File: src/rtl/btp_pkg.sv
package btp_pkg;

  // Decoded bus activity for one cycle
  typedef struct packed {
    logic wr;
    logic rd;
    logic ack;
  } bus_act_t;

  // The vector byte must point at a word-aligned table slot
  function automatic logic [7:0] align_vector(input logic [7:0] v);
    return {v[7:1], 1'b0};
  endfunction

endpackage

File: src/rtl/btp_decode.sv
module btp_decode #(
  parameter int ADDR_W = 8,
  parameter logic [ADDR_W-1:0] PORT_ADDR = '1
) (
  input  logic [ADDR_W-1:0] addr,
  input  logic              io_cyc_n,
  input  logic              rd_n,
  input  logic              wr_n,
  input  logic              iack_n,
  output btp_pkg::bus_act_t act
);
  logic hit;
  logic io;

  always_comb begin
    hit     = (addr == PORT_ADDR);
    io      = ~io_cyc_n;
    act.ack = io & ~iack_n;
    act.rd  = io & ~rd_n & hit & iack_n;
    act.wr  = io & ~wr_n & hit & iack_n;
  end
endmodule

File: src/rtl/btp_led_latch.sv
module btp_led_latch #(
  parameter int DATA_W = 8
) (
  input  logic              clk,
  input  logic              rst_n,
  input  logic              wr_act,
  input  logic [DATA_W-1:0] din,
  output logic [DATA_W-1:0] led
);
  logic wr_q;
  logic cap;

  assign cap = wr_act & ~wr_q;

  always_ff @(posedge clk or negedge rst_n) begin
    if (!rst_n) begin
      wr_q <= 1'b0;
      led  <= '0;
    end else begin
      wr_q <= wr_act;
      if (cap) led <= din;
    end
  end

  // a new write loads the input byte
  p_led_capture_r1: assert property (@(posedge clk) disable iff (!rst_n)
    (wr_act && !wr_q) |=> (led == $past(din)));

  // no write edge means the latch keeps its value
  p_led_hold_r2: assert property (@(posedge clk) disable iff (!rst_n)
    !wr_act |=> $stable(led));
endmodule

File: src/rtl/btp_irq_ctrl.sv
module btp_irq_ctrl (
  input  logic clk,
  input  logic rst_n,
  input  logic req_in,
  input  logic ack_act,
  input  logic int_en,
  output logic pending,
  output logic irq_n
);
  logic req_q;
  logic ack_q;
  logic set_ev;
  logic ack_done;

  assign set_ev   = req_in & ~req_q;
  assign ack_done = ack_q & ~ack_act;

  always_ff @(posedge clk or negedge rst_n) begin
    if (!rst_n) begin
      req_q   <= 1'b0;
      ack_q   <= 1'b0;
      pending <= 1'b0;
    end else begin
      req_q <= req_in;
      ack_q <= ack_act;
      if (set_ev)        pending <= 1'b1;
      else if (ack_done) pending <= 1'b0;
    end
  end

  assign irq_n = ~(pending & int_en);

  // a fresh request edge always leaves the flag set
  p_req_sets_r7: assert property (@(posedge clk) disable iff (!rst_n)
    (req_in && !req_q) |=> pending);

  // end of acknowledge without a new edge clears the flag
  p_ack_clears_r9: assert property (@(posedge clk) disable iff (!rst_n)
    (!ack_act && ack_q && !(req_in && !req_q)) |=> !pending);
endmodule

File: src/rtl/bus_test_port.sv
module bus_test_port #(
  parameter int ADDR_W = 8,
  parameter int DATA_W = 8,
  parameter logic [ADDR_W-1:0] PORT_ADDR = '1,
  parameter logic [7:0] VECTOR = 8'h02
) (
  input  logic              clk,
  input  logic              rst_n,
  input  logic [ADDR_W-1:0] addr,
  input  logic [DATA_W-1:0] data_in,
  output logic [DATA_W-1:0] data_out,
  output logic              data_oe,
  input  logic              io_cyc_n,
  input  logic              rd_n,
  input  logic              wr_n,
  input  logic              iack_n,
  input  logic [DATA_W-1:0] switches,
  output logic [DATA_W-1:0] leds,
  input  logic              req_in,
  input  logic              int_en,
  output logic              irq_n,
  output logic              lamp
);
  localparam logic [7:0] VEC_AL = btp_pkg::align_vector(VECTOR);
  localparam logic [DATA_W-1:0] VEC_BUS = DATA_W'(VEC_AL);

  btp_pkg::bus_act_t act;
  logic pending;

  btp_decode #(.ADDR_W(ADDR_W), .PORT_ADDR(PORT_ADDR)) u_dec (
    .addr(addr), .io_cyc_n(io_cyc_n), .rd_n(rd_n), .wr_n(wr_n),
    .iack_n(iack_n), .act(act)
  );

  btp_led_latch #(.DATA_W(DATA_W)) u_led (
    .clk(clk), .rst_n(rst_n), .wr_act(act.wr), .din(data_in), .led(leds)
  );

  btp_irq_ctrl u_irq (
    .clk(clk), .rst_n(rst_n), .req_in(req_in), .ack_act(act.ack),
    .int_en(int_en), .pending(pending), .irq_n(irq_n)
  );

  assign lamp = pending;

  always_comb begin
    data_oe  = act.rd | act.ack;
    data_out = '0;
    if (act.ack)     data_out = VEC_BUS;
    else if (act.rd) data_out = switches;
  end

  // the bus is released outside an I/O cycle
  p_bus_released_r6: assert property (@(posedge clk) disable iff (!rst_n)
    io_cyc_n |-> !data_oe);

  // the vector byte on the bus is word aligned
  p_vector_aligned_r5: assert property (@(posedge clk) disable iff (!rst_n)
    (!io_cyc_n && !iack_n) |-> (data_oe && !data_out[0]));

  // request line never asserted while the enable switch is off
  p_irq_gated_r8: assert property (@(posedge clk) disable iff (!rst_n)
    !int_en |-> irq_n);
endmodule

File: config.mk
export PLATFORM = sky130hd
export DESIGN_NAME = bus_test_port
export DESIGN_NICKNAME = d
export VERILOG_FILES = /design/src/rtl/btp_pkg.sv /design/src/rtl/btp_decode.sv /design/src/rtl/btp_led_latch.sv /design/src/rtl/btp_irq_ctrl.sv /design/src/rtl/bus_test_port.sv
export SDC_FILE = /design/constraint.sdc
export NUM_CORES = 1
export LEC_CHECK = 0
export ABC_AREA = 0
export BUFFER_PORTS_ARGS = -buffer_cell sky130_fd_sc_hd__buf_2
export CAP_MARGIN = 10
export CORE_UTILIZATION = 38
export CTS_CLUSTER_DIAMETER = 120
export CTS_CLUSTER_SIZE = 30
export DETAILED_ROUTE_END_ITERATION = 12
export PLACE_DENSITY_LB_ADDON = 0.08
export SYNTH_ARGS = -nofsm -noshare
export SYNTH_HDL_FRONTEND = slang
export SYNTH_SLANG_ARGS = --single-unit
File: constraint.sdc
create_clock -name clk -period 1.9 [get_ports clk]
set_input_delay 0.38 -clock clk [delete_from_list [all_inputs] [get_ports clk]]
set_output_delay 0.38 -clock clk [all_outputs]
set_load 0.1 [all_outputs]
==> impl_metrics.py, run 1 <==
metrics = {
    "status": {
        "status": "finished clean",
    },
    "power": {
        "intPower_w": 0.000383,
        "power_density_nw_per_um2": 543,
        "netSwitchingFraction": 0.309,
        "switchingPower_w": 0.000171,
        "seq_power_share": 0.481,
        "combPwrFrac": 0.263,
        "pwr-share-clk": 0.256,
        "ir_drop_mv": 0.685,
        "power_leakage_nw": 0.569,
    },
    "floorplan": {
        "die_h_um": 40.9,
        "start_util": 0.426,
        "die_area_um2": 1670,
        "rows": 13,
        "dieWidth_um": 40.9,
        "ioPinCount": 51,
        "core-area_um2": 1350,
    },
    "layout": {
        "layout-drive-gt1-share": 0.778,
        "area_growth_pct": 77.4,
        "fill_cells": 109,
        "num_antenna_cells": 0,
        "seq_area_um2": 300,
        "utilization": 0.756,
        "multi_input_area_um2": 265,
        "fin_nets": 133,
    },
    "critical_path": {
        "crit_arrival_ns": 1.43,
        "path_cells": "buf_2 > and4b_2 > and4_4 > or2_2 > buf_12",
        "crit_slowest_cell": "or2_2",
        "critPathTopFamily": "simple AND/OR/NAND/NOR gates",
        "max_stage_delay_ns": 0.32,
        "worstSetupPathType": "input pin to output port",
        "cp-start-kind": "input pin",
        "required_ns": 1.52,
        "crit_fanout": 9,
        "worstSetupEndpointType": "output port",
        "cp_num_buf_inv": 2,
    },
    "sta": {
        "rsz0062_at_grt": "false",
        "fin_setup_tns_ns": 0,
        "slew_violations": 0,
        "tightest_slew_ns": 0.493,
        "final_hold_viol_count": 0,
        "slew-limit-headroom": 0.674,
        "hold_ws_ns": 0.240,
        "finalCriticalPeriod_ns": 1.81,
        "fin_crit_sh": 0.951,
        "fmax_ghz": 0.554,
        "setup_violations": 0,
        "fin_skew_ns": 0.00698,
        "worst_slack_ns": 0.0936,
    },
    "global_route": {
        "grt_first_pass_wirelength_mm": 1.98,
        "grt_max_degree": 13,
        "antenna_found_initial": 0,
        "grt_remaining_overflow": 0,
        "grt_pass1_vias": 471,
        "track_usage": 0.188,
    },
    "synth": {
        "synthDistinctLibCells": 17,
        "ys.flop_type": "dfrtp_1",
        "yosys_warnings": 0,
        "syn_area_um2": 576,
        "synth_edf_count": 0,
        "synth_top_cell_area_share": 0.522,
        "synth.avg_cell_area_um2": 13.1,
        "netlist_instances": 44,
        "synth_area_leaders": "dfrtp_1, mux2_2, and2_2",
        "yosysSeqAreaShare": 0.522,
        "ys_ff_latch": 12,
        "yosysMostFrequentCell": "dfrtp_1",
        "syn-num-nets": 76,
        "yosysTopAreaCell": "dfrtp_1",
        "synth_common_cells": "dfrtp_1, mux2_2, and2_2",
        "async_flop_share": 1.00,
    },
    "clocking": {
        "h-tree-depth": 1,
        "clk_path_buf_depth": 2,
        "root_buffer": "clkbuf_4",
        "cts_sinks": 12,
        "path_clk_slew_ns": 0.07,
        "cts_tree": "built",
        "cts_buffers": 3,
        "cts_setup_buffers": 0,
        "clock_latency_ns": 0.26,
    },
    "place": {
        "place.gp.congestion": 0.598,
        "portBuffers": 50,
        "post-place-ws_ns": 0.0260,
        "post-dp-hpwl_mm": 1.21,
    },
    "routing": {
        "drtIter0Drc": 5,
        "drt_wl_total_mm": 1.49,
        "route.detailed.drc": 0,
        "ant_nets": 0,
        "vias": 547,
        "routedWlPerCell_um": 13.1,
        "vias_per_cell": 4.80,
        "first_pass_iters": 2,
    },
    "worst_hold_path": {
        "hold_class": "input pin to register",
    },
    "run": {
        "drv_cap": 0,
    },
}
[per-layer routing]
metal	global-route usage	share of wire	vias up	routed length (µm)
met4	0.0500	0	0	0
li1	-	-	264	-
met1	0.205	0.36	253	540
met3	0.0652	0.10	0	153
met5	0	0	-	0
met2	0.340	0.53	30	796
[kinds of logic after synthesis]
logic type	synth area share
and+or+nand+nor	0.263
AOI/OAI and AO/OA	0.0326
muxes	0.157
buffers and inverters	0.0261
DFF	0.522
[metrics by stage]
stage	cell area, µm²	cells	total power [W]
4_1_cts	1020	114	0.000561
2_1_floorplan	578	44	0.000356
6_report	1020	114	0.000554
3_3_place_gp	986	110	0.000413
5_1_grt	1020	114	0.000586
3_5_place_dp	986	110	0.000415
[registers in the layout (all words and copies together), names as in the netlist]
name,count
u_irq.pending,1
u_irq.ack_q,1
u_led.wr_q,1
u_led.led,8
u_irq.req_q,1
[final cells by class]
class                   instances  area share
repair buffers                 53       0.402
inverters                       1     0.00368
flip-flops and latches         12       0.294
clock buffers                   3      0.0221
well taps                      15      0.0184
multi-input cells              30       0.260
[cell usage in the layout (no fill, tap or decap), drive strengths merged]
cell type    count
buf             52
dfrtp           12
mux2             8
and2             7
clkbuf           3
o21ai            2
and4             2
nor3b            2
nand2            2
and4b            1
nor2b            1
nor2             1
a21o             1
nand3            1
or2              1
nand4            1
inv              1
dlygate4sd3      1
[worst register-to-register path, stage by stage (launching register included)]
cell and delay, ns:
dfrtp_1 0.37, nor3b_2 0.23, nand4_4 0.21, mux2_2 0.32
[final timing paths]
path,startpoint,to,slack [ns],cells after the start
max in group asynchronous,rst_n,u_led.wr_q$_DFF_PN0_,1.13,2
hold / removal,req_in,u_irq.req_q$_DFF_PN0_,0.24,1
min in group asynchronous,rst_n,u_led.led[2]$_DFFE_PN0P_,0.55,2
setup reg to reg,u_led.wr_q$_DFF_PN0_,u_led.led[6]$_DFFE_PN0P_,0.66,3
setup / recovery,addr[3],data_oe,0.09,5
hold reg to reg,u_irq.req_q$_DFF_PN0_,u_irq.pending$_DFFE_PN0P_,0.44,1
[power by group through the flow]
| stage | clock network (W) | registers [W] | logic (W) |
|---|---|---|---|
| after global placement | 0 | 0.000271 | 0.000142 |
| final | 0.000142 | 0.000266 | 0.000146 |
| after floorplan | 0 | 0.000309 | 0.0000469 |
| after global routing | 0.000163 | 0.000267 | 0.000155 |
| after detailed placement | 0 | 0.000271 | 0.000144 |
| after CTS | 0.000148 | 0.000266 | 0.000146 |
[repair_timing]
item / CTS / global route
hold endpoints to repair: 12 / 0
gates resized for setup: 0 / 2
endpoints found under the setup margin: 0 / 6
hold buffers: 1 / 0
No activity file was read; power rests on OpenSTA's default activity.
==> inputs of run 2 (changes only) <==
--- a/config.mk
+++ b/config.mk
@@ -9,5 +9,7 @@
 export BUFFER_PORTS_ARGS = -buffer_cell sky130_fd_sc_hd__buf_2
 export CAP_MARGIN = 10
-export CORE_UTILIZATION = 38
+export CELL_PAD_IN_SITES_DETAIL_PLACEMENT = 0
+export CELL_PAD_IN_SITES_GLOBAL_PLACEMENT = 1
+export CORE_UTILIZATION = 27
 export CTS_CLUSTER_DIAMETER = 120
 export CTS_CLUSTER_SIZE = 30
==> constraint.sdc (replaced) <==
create_clock -name clk -period 1.9 [get_ports clk]
set_input_delay 0.19 -clock clk [delete_from_list [all_inputs] [get_ports clk]]
set_output_delay 0.19 -clock clk [all_outputs]
set_load 0.1 [all_outputs]
==> run 2 against run 1 <==
Against the previous run:
- combinational power decreased by 3%
- via count decreased by 1.1%
- clock power about the same
- register-to-register slack about the same
- non-clock buffer count decreased by 2
- worst hold slack got worse by 0.20 ns
- sequential cell count unchanged
- cell area decreased by 0.24%
- wire length decreased by 12%
- critical path depth unchanged
- critical endpoint is now data_out[7]
==> impl_metrics.py, run 2 (synthesized netlist as in run 1, its figures left out) <==
metrics = {
    "status": {
        "status": "finished clean",
    },
    "critical_path": {
        "worstSetupPathType": "input pin to output port",
        "max_stage_delay_ns": 0.31,
        "crit_arrival_ns": 1.31,
        "crit_slowest_cell": "and4b_2",
        "critPathTopFamily": "simple AND/OR/NAND/NOR gates",
        "cp_num_buf_inv": 2,
        "crit_fanout": 9,
        "cp-start-kind": "input pin",
        "worstSetupEndpointType": "output port",
        "path_cells": "buf_2 > and4b_2 > and4_1 > and2_2 > buf_12",
        "required_ns": 1.71,
    },
    "sta": {
        "finalCriticalPeriod_ns": 1.50,
        "fin_crit_sh": 0.789,
        "hold_ws_ns": 0.0398,
        "final_hold_viol_count": 0,
        "fin_setup_tns_ns": 0,
        "fmax_ghz": 0.667,
        "rsz0062_at_grt": "false",
        "tightest_slew_ns": 0.487,
        "slew-limit-headroom": 0.678,
        "setup_violations": 0,
        "fin_skew_ns": 0.00496,
        "slew_violations": 0,
    },
    "clocking": {
        "cts_sinks": 12,
        "path_clk_slew_ns": 0.07,
        "h-tree-depth": 1,
        "clock_latency_ns": 0.26,
        "clk_path_buf_depth": 2,
        "cts_buffers": 3,
        "cts-resized-gates": 0,
        "root_buffer": "clkbuf_4",
        "cts_tree": "built",
    },
    "layout": {
        "seq_area_um2": 300,
        "stdcell_count": 124,
        "fill_cells": 188,
        "final_cell_mix": "buf_2, dfrtp_1, buf_12",
        "regMostFlops": "u_led.led",
        "largest_register_ffs": 8,
        "layout-drive-gt1-share": 0.753,
        "multi_input_area_um2": 263,
        "fin_nets": 131,
        "num_antenna_cells": 0,
        "mostFrequentLayoutCell": "buf_2",
        "fin_area_um2": 1020,
        "area_growth_pct": 77.0,
    },
    "power": {
        "power_leakage_nw": 0.556,
        "netSwitchingFraction": 0.311,
        "p_total_w": 0.000554,
        "ir_drop_mv": 0.504,
        "seq_power_share": 0.481,
        "intPower_w": 0.000381,
        "pwr-share-clk": 0.262,
        "power_density_nw_per_um2": 544,
        "switchingPower_w": 0.000172,
        "combPwrFrac": 0.257,
    },
    "run": {
        "drv_cap": 0,
    },
    "floorplan": {
        "rows": 16,
        "die_h_um": 48.2,
        "core-area_um2": 1980,
        "dieWidth_um": 48.2,
        "start_util": 0.290,
        "ioPinCount": 51,
        "die_area_um2": 2320,
    },
    "global_route": {
        "grt_pass1_vias": 432,
        "antenna_found_initial": 0,
        "track_usage": 0.118,
        "grt_max_degree": 13,
        "grt_first_pass_wirelength_mm": 1.78,
        "grt_remaining_overflow": 0,
    },
    "routing": {
        "vias": 541,
        "drt_wl_total_mm": 1.31,
        "routedWlPerCell_um": 10.6,
        "drtIter0Drc": 0,
        "vias_per_cell": 4.36,
        "ant_nets": 0,
        "route.detailed.drc": 0,
        "first_pass_iters": 1,
    },
    "place": {
        "placed_cell_area_um2": 986,
        "place.gp.congestion": 0.603,
        "portBuffers": 50,
        "dp.cells": 120,
        "post-dp-hpwl_mm": 1.12,
    },
    "worst_hold_path": {
        "hold_class": "input pin to register",
    },
}
run 2: changes by cell type in the layout (fill, tap and decap cells not counted):
cell / delta
buf_4: -2
and4_4: -1
and4_1: +1
or2_2: -1
or2_1: +1
run 2: final timing paths:
kind / slack, ns / endpoint / cells after the start / startpoint
max in group asynchronous: 1.36 / u_led.led[2]$_DFFE_PN0P_ / 2 / rst_n
min in group asynchronous: 0.33 / u_led.led[5]$_DFFE_PN0P_ / 2 / rst_n
worst min register to register: 0.43 / u_irq.pending$_DFFE_PN0P_ / 1 / u_irq.req_q$_DFF_PN0_
worst max-delay path: 0.40 / data_out[7] / 5 / io_cyc_n
worst max register to register: 0.66 / u_led.led[6]$_DFFE_PN0P_ / 3 / u_led.wr_q$_DFF_PN0_
worst min-delay path: 0.04 / u_irq.req_q$_DFF_PN0_ / 1 / req_in
run 2: power by group through the flow:
stage	sequential [W]	combinational [W]	clock [W]
6_report	0.000267	0.000142	0.000145
5_1_grt	0.000267	0.000151	0.000166
4_1_cts	0.000266	0.000144	0.000158
3_5_place_dp	0.000271	0.000142	0
3_3_place_gp	0.000271	0.000141	0
2_1_floorplan	0.000309	0.0000466	0
run 2: metrics by stage:
step                 util  setup WS (ns)
floorplan               -          0.208
global placement    0.497          0.392
detailed placement  0.497          0.386
CTS                 0.514          0.377
global route        0.514          0.326
finish              0.514          0.400
run 2: cell type report:
type,count,share of cell area
Multi-Input combinational cell,30,0.258
Inverter,1,0.00369
Sequential cell,12,0.295
Tap cell,27,0.0332
Timing Repair Buffer,51,0.388
Clock buffer,3,0.0221
run 2: per-layer routing:
layer | global-route usage | routed length (µm)
met1 | 0.119 | 481
met4 | 0.100 | 19
met5 | 0 | 0
met3 | 0.0222 | 157
met2 | 0.205 | 652
run 2: timing repair:
| item | 4_1_cts | 5_1_grt |
|---|---|---|
| setup buffers | 0 | 0 |
| hold endpoints to repair | 12 | 0 |
| hold buffers | 1 | 0 |
==> inputs of run 3 (changes only) <==
- CORE_UTILIZATION: 27 -> 25
- clock period: 1.9 -> 1.5 ns (I/O delays scaled with it)
==> run 3 against run 2 <==
Against the previous run:
- sequential share of layout area is 0.48 points lower
- combinational power is 29% higher
- sequential cell count stayed put
- via count is 0.18% higher
- register-to-register slack worse by 0.41 ns
- largest cell class unchanged
- highest routed layer unchanged
==> impl_metrics.py, run 3 (synthesized netlist as in run 1, its figures left out) <==
metrics = {
    "status": {
        "status": "finished clean",
    },
    "layout": {
        "utilization": 0.475,
        "fin_nets": 133,
        "final_cell_mix": "buf_2, dfrtp_1, buf_12",
        "num_antenna_cells": 0,
        "fill_cells": 211,
        "mostFrequentLayoutCell": "buf_2",
        "layout-drive-gt1-share": 0.770,
        "multi_input_area_um2": 263,
        "seq_area_um2": 302,
        "regMostFlops": "u_led.led",
        "area_growth_pct": 80.7,
        "largest_register_ffs": 8,
        "fin_area_um2": 1040,
    },
    "routing": {
        "routedWlPerCell_um": 11.6,
        "ant_nets": 0,
        "vias": 542,
        "vias_per_cell": 4.23,
        "drtIter0Drc": 2,
        "first_pass_iters": 2,
        "drt_wl_total_mm": 1.49,
        "route.detailed.drc": 0,
    },
    "sta": {
        "slew_violations": 0,
        "finalCriticalPeriod_ns": 1.41,
        "setup_violations": 0,
        "fin_skew_ns": 0.00604,
        "fin_crit_sh": 0.942,
        "fmax_ghz": 0.708,
        "slew-limit-headroom": 0.679,
        "fin_setup_tns_ns": 0,
        "final_hold_viol_count": 0,
        "tightest_slew_ns": 0.485,
        "rsz0062_at_grt": "false",
    },
    "floorplan": {
        "rows": 17,
        "ioPinCount": 51,
        "start_util": 0.263,
        "core-area_um2": 2190,
        "die_area_um2": 2500,
        "die_h_um": 50.0,
        "dieWidth_um": 50.0,
    },
    "clocking": {
        "cts-resized-gates": 0,
        "path_clk_slew_ns": 0.07,
        "clock_latency_ns": 0.26,
        "cts_sinks": 12,
        "cts_buffers": 3,
        "root_buffer": "clkbuf_4",
        "cts_tree": "built",
        "cts_setup_buffers": 0,
        "h-tree-depth": 1,
        "clk_path_buf_depth": 2,
        "postCtsHoldBufs": 1,
    },
    "global_route": {
        "grt_remaining_overflow": 0,
        "antenna_found_initial": 0,
        "track_usage": 0.121,
        "grt_pass1_vias": 475,
        "grt_max_degree": 13,
        "grt_first_pass_wirelength_mm": 2.23,
    },
    "critical_path": {
        "worstSetupPathType": "input pin to output port",
        "crit_arrival_ns": 1.26,
        "r2r_start": "u_led.wr_q$_DFF_PN0_",
        "reg2reg_depth": 3,
        "r2r_end": "u_led.led[2]$_DFFE_PN0P_",
        "cp-start-kind": "input pin",
        "reg2reg_slack_ns": 0.25,
        "required_ns": 1.35,
        "crit_fanout": 9,
        "worstSetupEndpointType": "output port",
    },
    "power": {
        "ir_drop_mv": 0.412,
        "power_leakage_nw": 0.569,
        "power_density_nw_per_um2": 697,
    },
    "place": {
        "post-dp-hpwl_mm": 1.28,
        "place.gp.congestion": 0.718,
        "portBuffers": 50,
        "placed_cell_area_um2": 1000,
    },
    "worst_hold_path": {
        "hold_class": "input pin to register",
        "min_path_cells": 1,
        "hp-start": "req_in",
        "whs_endpoint": "u_irq.req_q$_DFF_PN0_",
    },
    "run": {
        "drv_cap": 0,
    },
}
[run 3: cell types whose count changed in the layout (fill, tap and decap cells not counted)]
cell / change
buf_4: +2
clkbuf_1: +1
dfrtp_1: -1
dfrtp_2: +1
or2_1: -1
or2_2: +1
[run 3: cell type report]
type	count	area share
timing repair buffer	53	0.395
inverter	1	0.00361
clock buffer	4	0.0253
sequential	12	0.290
tap	28	0.0337
multi-input combinational	30	0.253
[run 3: per-stage QoR]
| step | total power, W | setup slack (ns) | hold slack (ns) | instances |
|---|---|---|---|---|
| 3_5_place_dp | 0.000528 | 0.0832 | 0.0442 | 123 |
| 5_1_grt | 0.000766 | 0.0313 | 0.00739 | 128 |
| 4_1_cts | 0.000741 | 0.0781 | 0.0124 | 128 |
| 3_3_place_gp | 0.000525 | 0.101 | 0.0407 | 123 |
| 6_report | 0.000724 | 0.0869 | 0.0162 | 128 |
| 2_1_floorplan | 0.000452 | 0.116 | -0.146 | 44 |
[run 3: how the worst max path moves through the flow]
| stage | start | endpoint | slack (ns) | cells past startpoint |
|---|---|---|---|---|
| floorplan | addr[3] | data_oe | 0.12 | 4 |
| global placement | addr[3] | data_oe | 0.10 | 5 |
| detailed placement | addr[3] | data_oe | 0.08 | 5 |
| CTS | addr[3] | data_oe | 0.08 | 5 |
| global route | io_cyc_n | data_out[3] | 0.03 | 5 |
| finish | addr[3] | data_oe | 0.09 | 5 |
[run 3: routing by layer]
| layer | part of all wire | up-vias | GRT usage |
|---|---|---|---|
| met4 | 0.0054 | 0 | 0.0429 |
| met2 | 0.47 | 32 | 0.176 |
| li1 | - | 266 | - |
| met5 | 0 | - | 0 |
| met1 | 0.44 | 242 | 0.167 |
| met3 | 0.088 | 2 | 0.0370 |
[run 3: power by group]
group          internal, W  switching (W)
Clock             0.000103       0.000100
Combinational    0.0000597       0.000124
Sequential        0.000333     0.00000463
[run 3: worst max-delay path: stages]
cell	delay [ns]
buf_2	0.09
and4b_2	0.24
and4_1	0.26
or2_2	0.34
buf_12	0.17
